--- src/rtl/lpg_pkg.sv ---
// Package: shared types and symbol constants for the lane pattern generator.
// Assumes symbols are 9 bits: bit 8 = control flag, bits 7:0 = byte.
package lpg_pkg;

    localparam int DATA_W = 8;
    localparam int SYM_W  = DATA_W + 1;

    typedef enum logic [1:0] {
        MODE_TPS1 = 2'b00,
        MODE_TPS2 = 2'b01,
        MODE_IDLE = 2'b10,
        MODE_PASS = 2'b11
    } lane_mode_e;

    localparam logic [SYM_W-1:0] SYM_D10_2 = 9'h04A;
    localparam logic [SYM_W-1:0] SYM_D11_6 = 9'h0CB;
    localparam logic [SYM_W-1:0] SYM_K28_5 = 9'h1BC;
    localparam logic [SYM_W-1:0] SYM_D0_0  = 9'h000;
    localparam int               VBID_NOVIDEO_BIT = 3;
    localparam logic [SYM_W-1:0] SYM_VBID_IDLE = SYM_W'(1) << VBID_NOVIDEO_BIT;

    // Second training loop: alternating head of this many symbols, then D10.2.
    localparam int TPS2_LEN  = 10;
    localparam int TPS2_HEAD = 4;

endpackage

--- src/rtl/lpg_stage_cfg.sv ---
// Module: lpg_stage_cfg
// Holds the staged and live copies of the port-enable and pipe-select bits.
// A write only lands in the staging copy; the vblank pulse moves the staged
// copy, or a write made on that same cycle, into the live copy.
// Assumes vblank_i is a single-cycle pulse in the clk domain.
module lpg_stage_cfg (
    input  logic clk,
    input  logic rst_n,
    input  logic cfg_wr_i,
    input  logic cfg_enable_i,
    input  logic cfg_pipe_i,
    input  logic vblank_i,
    output logic port_en_o,
    output logic pipe_sel_o
);

    logic pend_en_q, pend_pipe_q;
    logic live_en_q, live_pipe_q;

    // Staging copy: capture every configuration write.
    always_ff @(posedge clk) begin
        if (!rst_n) begin
            pend_en_q   <= 1'b0;
            pend_pipe_q <= 1'b0;
        end else if (cfg_wr_i) begin
            pend_en_q   <= cfg_enable_i;
            pend_pipe_q <= cfg_pipe_i;
        end
    end

    // Live copy: apply on vblank, letting a same-cycle write through.
    always_ff @(posedge clk) begin
        if (!rst_n) begin
            live_en_q   <= 1'b0;
            live_pipe_q <= 1'b0;
        end else if (vblank_i) begin
            live_en_q   <= cfg_wr_i ? cfg_enable_i : pend_en_q;
            live_pipe_q <= cfg_wr_i ? cfg_pipe_i   : pend_pipe_q;
        end
    end

    assign port_en_o  = live_en_q;
    assign pipe_sel_o = live_pipe_q;

    // live settings never move between vblank pulses.
    a_r7_live_en_stable: assert property (@(posedge clk) disable iff (!rst_n)
        !vblank_i |=> $stable(live_en_q));
    a_r7_live_pipe_stable: assert property (@(posedge clk) disable iff (!rst_n)
        !vblank_i |=> $stable(live_pipe_q));

endmodule

--- src/rtl/lpg_seq.sv ---
// Module: lpg_seq
// Mode and position sequencer. Tracks the active mode and the index within
// the current pattern, holds a mode request while a second-training loop is
// unfinished, and produces the pattern symbol for the three generated modes.
// Assumes mode_i may change on any cycle; pass-through symbol is chosen outside.
module lpg_seq
    import lpg_pkg::*;
#(
    parameter int IDLE_PAIRS = 5
) (
    input  logic             clk,
    input  logic             rst_n,
    input  lane_mode_e       mode_req_i,
    output lane_mode_e       mode_o,
    output logic [SYM_W-1:0] pat_sym_o,
    output logic             scr_init_o
);

    localparam int IDLE_LEN = 2 * IDLE_PAIRS;
    localparam int SEQ_MAX  = (IDLE_LEN > TPS2_LEN) ? IDLE_LEN : TPS2_LEN;
    localparam int IDX_W    = $clog2(SEQ_MAX + 1);
    localparam logic [IDX_W-1:0] TPS2_LAST = IDX_W'(TPS2_LEN - 1);
    localparam logic [IDX_W-1:0] IDLE_END  = IDX_W'(IDLE_LEN);
    localparam logic [IDX_W-1:0] HEAD_END  = IDX_W'(TPS2_HEAD);

    lane_mode_e       mode_q;
    logic [IDX_W-1:0] idx_q;
    logic             scr_q;
    logic             tps2_busy;

    assign tps2_busy = (mode_q == MODE_TPS2) && (idx_q != TPS2_LAST);

    // Mode and index advance; mid-loop requests wait for the loop to finish.
    always_ff @(posedge clk) begin
        if (!rst_n) begin
            mode_q <= MODE_TPS1;
            idx_q  <= '0;
            scr_q  <= 1'b0;
        end else begin
            scr_q <= (mode_q == MODE_TPS2) && !tps2_busy && (mode_req_i != MODE_TPS2);
            if (tps2_busy) begin
                idx_q <= idx_q + 1'b1;
            end else begin
                mode_q <= mode_req_i;
                if (mode_req_i == MODE_IDLE && mode_q == MODE_IDLE)
                    idx_q <= (idx_q == IDLE_END) ? idx_q : idx_q + 1'b1;
                else
                    idx_q <= '0;
            end
        end
    end

    // Pattern symbol for the active mode and index.
    always_comb begin
        unique case (mode_q)
            MODE_TPS2: pat_sym_o = (idx_q < HEAD_END)
                                 ? (idx_q[0] ? SYM_D11_6 : SYM_K28_5) : SYM_D10_2;
            MODE_IDLE: pat_sym_o = (idx_q < IDLE_END)
                                 ? (idx_q[0] ? SYM_VBID_IDLE : SYM_K28_5) : SYM_D0_0;
            MODE_PASS: pat_sym_o = SYM_D0_0;
            default:   pat_sym_o = SYM_D10_2;
        endcase
    end

    assign mode_o     = mode_q;
    assign scr_init_o = scr_q;

    // an unfinished second-training loop keeps its mode next cycle.
    a_r3_loop_holds: assert property (@(posedge clk) disable iff (!rst_n)
        (mode_q == MODE_TPS2 && idx_q != TPS2_LAST) |=> (mode_q == MODE_TPS2));
    // the strobe lasts one cycle and follows a second-training loop.
    a_r4_single_pulse: assert property (@(posedge clk) disable iff (!rst_n)
        scr_q |=> !scr_q);
    a_r4_after_tps2: assert property (@(posedge clk) disable iff (!rst_n)
        scr_q |-> ($past(mode_q) == MODE_TPS2 && mode_q != MODE_TPS2));

endmodule

--- src/rtl/lpg_out_mux.sv ---
// Module: lpg_out_mux
// Chooses the lane symbol: quiet when disabled, pipe data in pass-through,
// the generated pattern otherwise. Drives per-pipe ready.
// Assumes pipe inputs are packed as arrays indexed by the pipe-select value.
module lpg_out_mux
    import lpg_pkg::*;
#(
    parameter int NUM_PIPES = 2
) (
    input  logic                             clk,
    input  logic                             rst_n,
    input  logic                             port_en_i,
    input  logic [$clog2(NUM_PIPES)-1:0]     pipe_sel_i,
    input  lane_mode_e                       mode_i,
    input  logic [SYM_W-1:0]                 pat_sym_i,
    input  logic [NUM_PIPES-1:0]             pipe_valid_i,
    input  logic [NUM_PIPES-1:0][SYM_W-1:0]  pipe_data_i,
    output logic [NUM_PIPES-1:0]             pipe_ready_o,
    output logic [SYM_W-1:0]                 sym_o,
    output logic                             lane_oe_o
);

    logic pass_on;
    assign pass_on = port_en_i && (mode_i == MODE_PASS);

    // Per-pipe ready: only the selected pipe in live pass-through.
    for (genvar p = 0; p < NUM_PIPES; p++) begin : g_ready
        assign pipe_ready_o[p] = pass_on && (pipe_sel_i == p);
    end

    // Lane symbol selection.
    always_comb begin
        if (!port_en_i)
            sym_o = SYM_D0_0;
        else if (mode_i == MODE_PASS)
            sym_o = pipe_valid_i[pipe_sel_i] ? pipe_data_i[pipe_sel_i] : SYM_D0_0;
        else
            sym_o = pat_sym_i;
    end

    assign lane_oe_o = port_en_i;

    // at most one pipe sees ready.
    a_r9_one_ready: assert property (@(posedge clk) disable iff (!rst_n)
        $onehot0(pipe_ready_o));

endmodule

--- src/rtl/lane_pattern_gen.sv ---
// Module: lane_pattern_gen (top)
// Per-lane training and pixel symbol source ahead of an 8b/10b encoder.
// Joins the staged configuration, the mode sequencer and the output mux.
// Assumes a single clock domain and that vblank_i is a one-cycle pulse.
module lane_pattern_gen
    import lpg_pkg::*;
#(
    parameter int IDLE_PAIRS = 5
) (
    input  logic             clk,
    input  logic             rst_n,
    input  logic [1:0]       mode_i,
    input  logic             cfg_wr_i,
    input  logic             cfg_enable_i,
    input  logic             cfg_pipe_i,
    input  logic             vblank_i,
    input  logic             pipe_a_valid_i,
    input  logic [8:0]       pipe_a_data_i,
    output logic             pipe_a_ready_o,
    input  logic             pipe_b_valid_i,
    input  logic [8:0]       pipe_b_data_i,
    output logic             pipe_b_ready_o,
    output logic [8:0]       sym_o,
    output logic             lane_oe_o,
    output logic             scr_init_o
);

    localparam int NUM_PIPES = 2;

    logic                            port_en, pipe_sel;
    lane_mode_e                      act_mode;
    logic [SYM_W-1:0]                pat_sym;
    logic [NUM_PIPES-1:0]            valid_v, ready_v;
    logic [NUM_PIPES-1:0][SYM_W-1:0] data_v;

    assign valid_v = {pipe_b_valid_i, pipe_a_valid_i};
    assign data_v  = {pipe_b_data_i, pipe_a_data_i};
    assign pipe_a_ready_o = ready_v[0];
    assign pipe_b_ready_o = ready_v[1];

    lpg_stage_cfg i_stage (
        .clk          (clk),
        .rst_n        (rst_n),
        .cfg_wr_i     (cfg_wr_i),
        .cfg_enable_i (cfg_enable_i),
        .cfg_pipe_i   (cfg_pipe_i),
        .vblank_i     (vblank_i),
        .port_en_o    (port_en),
        .pipe_sel_o   (pipe_sel)
    );

    lpg_seq #(.IDLE_PAIRS(IDLE_PAIRS)) i_seq (
        .clk        (clk),
        .rst_n      (rst_n),
        .mode_req_i (lane_mode_e'(mode_i)),
        .mode_o     (act_mode),
        .pat_sym_o  (pat_sym),
        .scr_init_o (scr_init_o)
    );

    lpg_out_mux #(.NUM_PIPES(NUM_PIPES)) i_mux (
        .clk          (clk),
        .rst_n        (rst_n),
        .port_en_i    (port_en),
        .pipe_sel_i   (pipe_sel),
        .mode_i       (act_mode),
        .pat_sym_i    (pat_sym),
        .pipe_valid_i (valid_v),
        .pipe_data_i  (data_v),
        .pipe_ready_o (ready_v),
        .sym_o        (sym_o),
        .lane_oe_o    (lane_oe_o)
    );

    // a disabled port is silent at the lane pins.
    a_r8_quiet_when_off: assert property (@(posedge clk) disable iff (!rst_n)
        !port_en |-> (sym_o == 9'h000 && !pipe_a_ready_o && !pipe_b_ready_o));

endmodule

--- config.mk ---
export PLATFORM = sky130hd
export DESIGN_NAME = lane_pattern_gen
export DESIGN_NICKNAME = d
export VERILOG_FILES = /design/src/rtl/lpg_pkg.sv /design/src/rtl/lpg_stage_cfg.sv /design/src/rtl/lpg_seq.sv /design/src/rtl/lpg_out_mux.sv /design/src/rtl/lane_pattern_gen.sv
export SDC_FILE = /design/constraint.sdc
export NUM_CORES = 1
export LEC_CHECK = 0
export BUFFER_PORTS_ARGS = -buffer_cell sky130_fd_sc_hd__buf_2
export CAP_MARGIN = 20
export CORE_ASPECT_RATIO = 0.9
export CORE_MARGIN = 10
export CORE_UTILIZATION = 45
export CTS_BUF_LIST = sky130_fd_sc_hd__clkbuf_4 sky130_fd_sc_hd__clkbuf_8
export DETAILED_ROUTE_END_ITERATION = 8
export PLACE_DENSITY = 0.78
export SYNTH_ARGS = -nofsm -noshare
export SYNTH_HDL_FRONTEND = slang
export SYNTH_SLANG_ARGS = --single-unit
--- constraint.sdc ---
create_clock -name clk -period 1.5 [get_ports clk]
set_input_delay 0.075 -clock clk [delete_from_list [all_inputs] [get_ports clk]]
set_output_delay 0.075 -clock clk [all_outputs]
set_load 0.03 [all_outputs]
# == Word-level counts from Yosys, hierarchy flattened ==
# Index checks and enable logic that the tools add are counted.
# totals
output_inout_bits,13
word_cells,45
inputBits,28
ff_bits,11
# classes
reduce_logical,8
n_eq_ne,8
addsub,1
n_bitwise,1
muxes,17
n_lt_le_gt_ge,3
# ops
cell,n
9-bit 2-to-1 mux,9
9-bit case mux with 2 select lines,1
4-bit 2-to-1 mux,3
1-bit logical AND,7
2-bit equality test (second input constant),3
4-bit by 1-bit adder with 4-bit output (second input constant),1
4-bit equality test (second input constant),1
4-bit by 3-bit < comparator with 1-bit output (second input constant),1
4-bit < comparator (second input constant),1
1-bit 2-to-1 mux,4
4-bit != test (second input constant),1
3-bit by 2-bit != test with 1-bit output (second input constant),1
2-bit by 1-bit equality test with 1-bit output (second input constant),1
1-bit by 2-bit < comparator with 1-bit output (second input constant),1
2-bit by 1-bit != test with 1-bit output (second input constant),1
1-bit logical NOT,1
1-bit NOT,1

# == Longest topological paths before layout ==
# logic_depth
ltp_word,5
ltp_mapped,6
ltp_nobuf,5

# == Cells and area by module ==
# From an unflattened synthesis, not the netlist that was laid out.
# unflattened
cells_unflattened,99
area_unflattened_um2,832.0
# modules_own_cells
module,n_inst,seq_area_each_um2,area_per_inst_um2,cells_each
lpg_seq,1,140.1,437.9,50
lpg_out_mux,1,0.0,261.5,37
lpg_stage_cfg,1,80.1,132.6,12

# == Worst setup path after synthesis ==
# No wires, ideal clock.
# synth_timing
kind,reg2out
startpoint,register i_seq.mode_q[0] (netlist: i_seq.mode_o[0])
endpoint,output port sym_o[2]
n_path_buf,0
arrival_time_ps,1757
stages_incl_launch_ff,6
t_required_ps,1425
path_slack_ps,-332
cell_sequence,dfxtp_1 inv_1 ha_1 nor3b_1 nor2_1 a221oi_1
# synth_between
elab_chain_len,4
elab_cells_between_ends,6
cone_classes,eq/ne: 3; mux: 3
# synth_rtl
element,line,text
from (decl),lpg_seq.sv:26,lane_mode_e mode_q;
from (signal assigned),lpg_seq.sv:44,mode_q <= mode_req_i;
2-bit equality test or 2-bit by 1-bit equality test with 1-bit output (tied branches),lpg_seq.sv:55,unique case (mode_q)
9-bit case mux with 2 select lines,lpg_seq.sv:55,
9-bit 2-to-1 mux *,lpg_out_mux.sv:35,else if (mode_i == MODE_PASS)
9-bit 2-to-1 mux *,lpg_out_mux.sv:33,if (!port_en_i)
to (decl),lane_pattern_gen.sv:23,"output logic [8:0] sym_o,"
# Every way passes the cells marked *; elsewhere a longest branch is shown, timed or not.

# == Worst setup path after layout ==
# layout_timing
startpoint,register i_seq.mode_q[1] (netlist: i_seq.mode_o[1])
endpoint,output port sym_o[1]
# The elaborated chain is that of the path after synthesis.

==> impl_metrics.tcl <==
set metrics [dict create \
    diodes 0 \
    synth_area_leaders "dfxtp_1 (24%), ha_1 (8.3%), a22oi_1 (5.8%), a211oi_1 (4.1%), inv_1 (3.7%)" \
    cp.arrival_ps 1700 \
    synth_edf_count 0 \
    dp_worst_setup_slack_ps -217 \
    ys_types 39 \
    r2r_cells 6 \
    grt_start_max_net_pins 10 \
    grt.overflow.total 0 \
    p_leak_nw 0.656 \
    core_um2 1910 \
    synth_ff_type "dfxtp_1" \
    die_w_um 67.3 \
    grt_pass1_wl_mm 4.88 \
    violations "setup timing" \
    fin_hold_ws_ps 21.3 \
    cts_buffer_depth 2 \
    drive_above_1_share_pct 59.3 \
    cts_buffers 3 \
    postSynthCellCount 110 \
    fin_skew_ps 4.80 \
    drc 0 \
    yosysMostFrequentCell "dfxtp_1" \
    seq_area_frac_synth_pct 24.3 \
    tns_ps -2310 \
    rsz0062_at_grt "yes" \
    critPathKind "register to primary output" \
    avgSynthCellArea_um2 8.22 \
    hold_violations 0 \
    worstSetupEndpoint "sym_o[1]" \
    ys_async_sr_fraction_pct 0 \
    slew-limit-headroom_pct 75.1 \
    power_density_nw_per_um2 569 \
    via_per_inst 5.59 \
    wl_per_cell_um 16.6 \
    synth_nets 144 \
    synth-seq-cells 11 \
    drt_pass1_iterations 5 \
    slew_viol_final 0 \
    nets 202 \
    syn_area_um2 905 \
    path_clk_slew_ps 70 \
    critPathLaunchType "register" \
    setup_violations 11 \
    cap_violations 0 \
    finalPower_uw 884 \
    fin_ws_ps -275 \
    dr_total_vias 1074 \
    tightest_slew_ps 374 \
    placedInstanceArea_um2 1300 \
    synthTopCellsByCount "dfxtp_1 (11), inv_1 (9), a22oi_1 (7), nor2_1 (7), ha_1 (6)" \
    yosysWarnings 0 \
    fp.dieH_um 62.5 \
    synth.top_cell.area_share_pct 24.3 \
    port_buffers 40 \
    crit_path_end_kind "primary output" \
    antenna_found_initial 0 \
    finalCritPeriodShare_pct 118 \
    reg2reg_slack_ps 120 \
    min_period_ps 1780 \
    critPathMaxFanout 4 \
    clock-sinks 11 \
    htreeDepth 1 \
    stdcell_count 192 \
    hp-class "primary input to register" \
    grt_pass1_vias 1071 \
    ant_nets 0 \
    start_util_pct 47.3 \
    areaGrowthSynthToFinish_pct 71.6 \
    wl_mm 3.19 \
    drt_iter0_drc 30 \
    grt_use_total_pct 14.0 \
    fmax_ghz 0.563 \
    r2r_end "i_seq.idx_q[1]" \
    status "finished with violations" \
    hold_buffers 0 \
    cts-root-buf "clkbuf_4" \
    worstSkewPairLatency_ps 270 \
    rows 15 \
    synth_top_cell_by_area "dfxtp_1" \
    io_pins 41 \
    dp.final_hpwl_mm 2.38 \
    postLayoutCoreUtil_pct 81.1 \
    place_congestion 0.854 \
    cts_tree "built" \
    stdcell_area_um2 1550 \
    vdd_ir_drop_max_mv 0.669 \
    design.die.area_um2 4210 \
    r2r_start "i_seq.mode_o[0]" \
    placedCellCount 186 \
    cp-startpoint "i_seq.mode_o[1]" \
    required_ps 1420 \
]
-- kinds of logic (layout without fill, tap and decap cells) --
| logic type | Yosys count | in the layout | synth area share [%] |
|---|---|---|---|
| AOI/OAI and AO/OA | 37 | 37 | 28.8 |
| xor gates and xnor gates | 2 | 2 | 1.94 |
| adders and majority gates | 6 | 6 | 8.30 |
| buffers and inverters | 15 | 72 | 9.54 |
| DFF | 11 | 11 | 24.3 |
| muxes | 2 | 2 | 2.21 |
| and+or+nand+nor | 37 | 37 | 24.9 |
-- worst min-delay path by stage --
stage                     startpoint                  to  slack [ps]  cells after the start
after global placement      vblank_i   i_stage.port_en_o         300                      2
after floorplan             vblank_i  i_stage.pipe_sel_o         170                      1
after CTS                  mode_i[0]    i_seq.scr_init_o          20                      2
after detailed placement    vblank_i   i_stage.port_en_o         310                      2
after global routing       mode_i[0]    i_seq.scr_init_o          30                      2
final                      mode_i[0]    i_seq.scr_init_o          20                      2
-- cell usage in the layout (no fill, tap or decap), types with 2 or more instances in the layout --
| cell | n |
|---|---|
| a211oi_1 | 2 |
| a211oi_2 | 3 |
| a21oi_1 | 2 |
| a221oi_4 | 2 |
| a22oi_1 | 6 |
| a31oi_4 | 2 |
| and2b_2 | 2 |
| and3_1 | 3 |
| and3_2 | 2 |
| and3b_1 | 3 |
| buf_2 | 29 |
| buf_4 | 22 |
| buf_6 | 8 |
| clkbuf_4 | 4 |
| dfxtp_1 | 6 |
| dfxtp_2 | 3 |
| dfxtp_4 | 2 |
| ha_1 | 3 |
| ha_4 | 3 |
| inv_1 | 7 |
| mux2i_1 | 2 |
| nand2_1 | 4 |
| nand3_1 | 2 |
| nand3b_1 | 2 |
| nor2_1 | 5 |
| nor2b_1 | 2 |
| nor3_1 | 2 |
| nor3_4 | 2 |
| o21a_1 | 2 |
| o21ai_0 | 2 |
| o21ai_1 | 3 |
| xnor2_1 | 2 |
-- area by class of cell --
type                       instances  area, um^2
inverter                           9        36.3
fill                             124         362
timing repair buffer              59         400
sequential                        11         231
multi-input combinational         84         823
clock buffer                       4        30.0
tap                               25        31.3
-- where the power goes --
part	switching [mW]	leakage, nW	internal [mW]
Combinational	0.178	0.545	0.166
Sequential	0.0173	0.0928	0.304
Clock	0.0966	0.0184	0.121
-- critical path, cell delays in order (launching register included) --
cell and delay [ps]:
dfxtp_4 380, inv_4 60, ha_4 120, or4b_4 470, a21oi_4 160, a211oi_2 50, buf_4 180
-- layer usage --
layer	up-vias	part of all wire [%]	track usage [%]
met1	512	38	15.0
met3	3	7.6	3.58
met4	0	0.97	5.38
met2	28	53	25.0
li1	531	-	-
met5	-	0	0
-- sequential cells by signal, indices dropped and copies added, names as in the netlist --
| register | cells |
|---|---|
| i_seq.idx_q | 4 |
| i_seq.mode_o | 2 |
| i_seq.scr_init_o | 1 |
| i_stage.pend_en_q | 1 |
| i_stage.pend_pipe_q | 1 |
| i_stage.pipe_sel_o | 1 |
| i_stage.port_en_o | 1 |
-- timing repair --
action,CTS,global route
resized for setup,40,21
endpoints found under the setup margin,12,14
buffers inserted,0,3
pin swaps,6,6
Power figures use the tool's default switching activity.
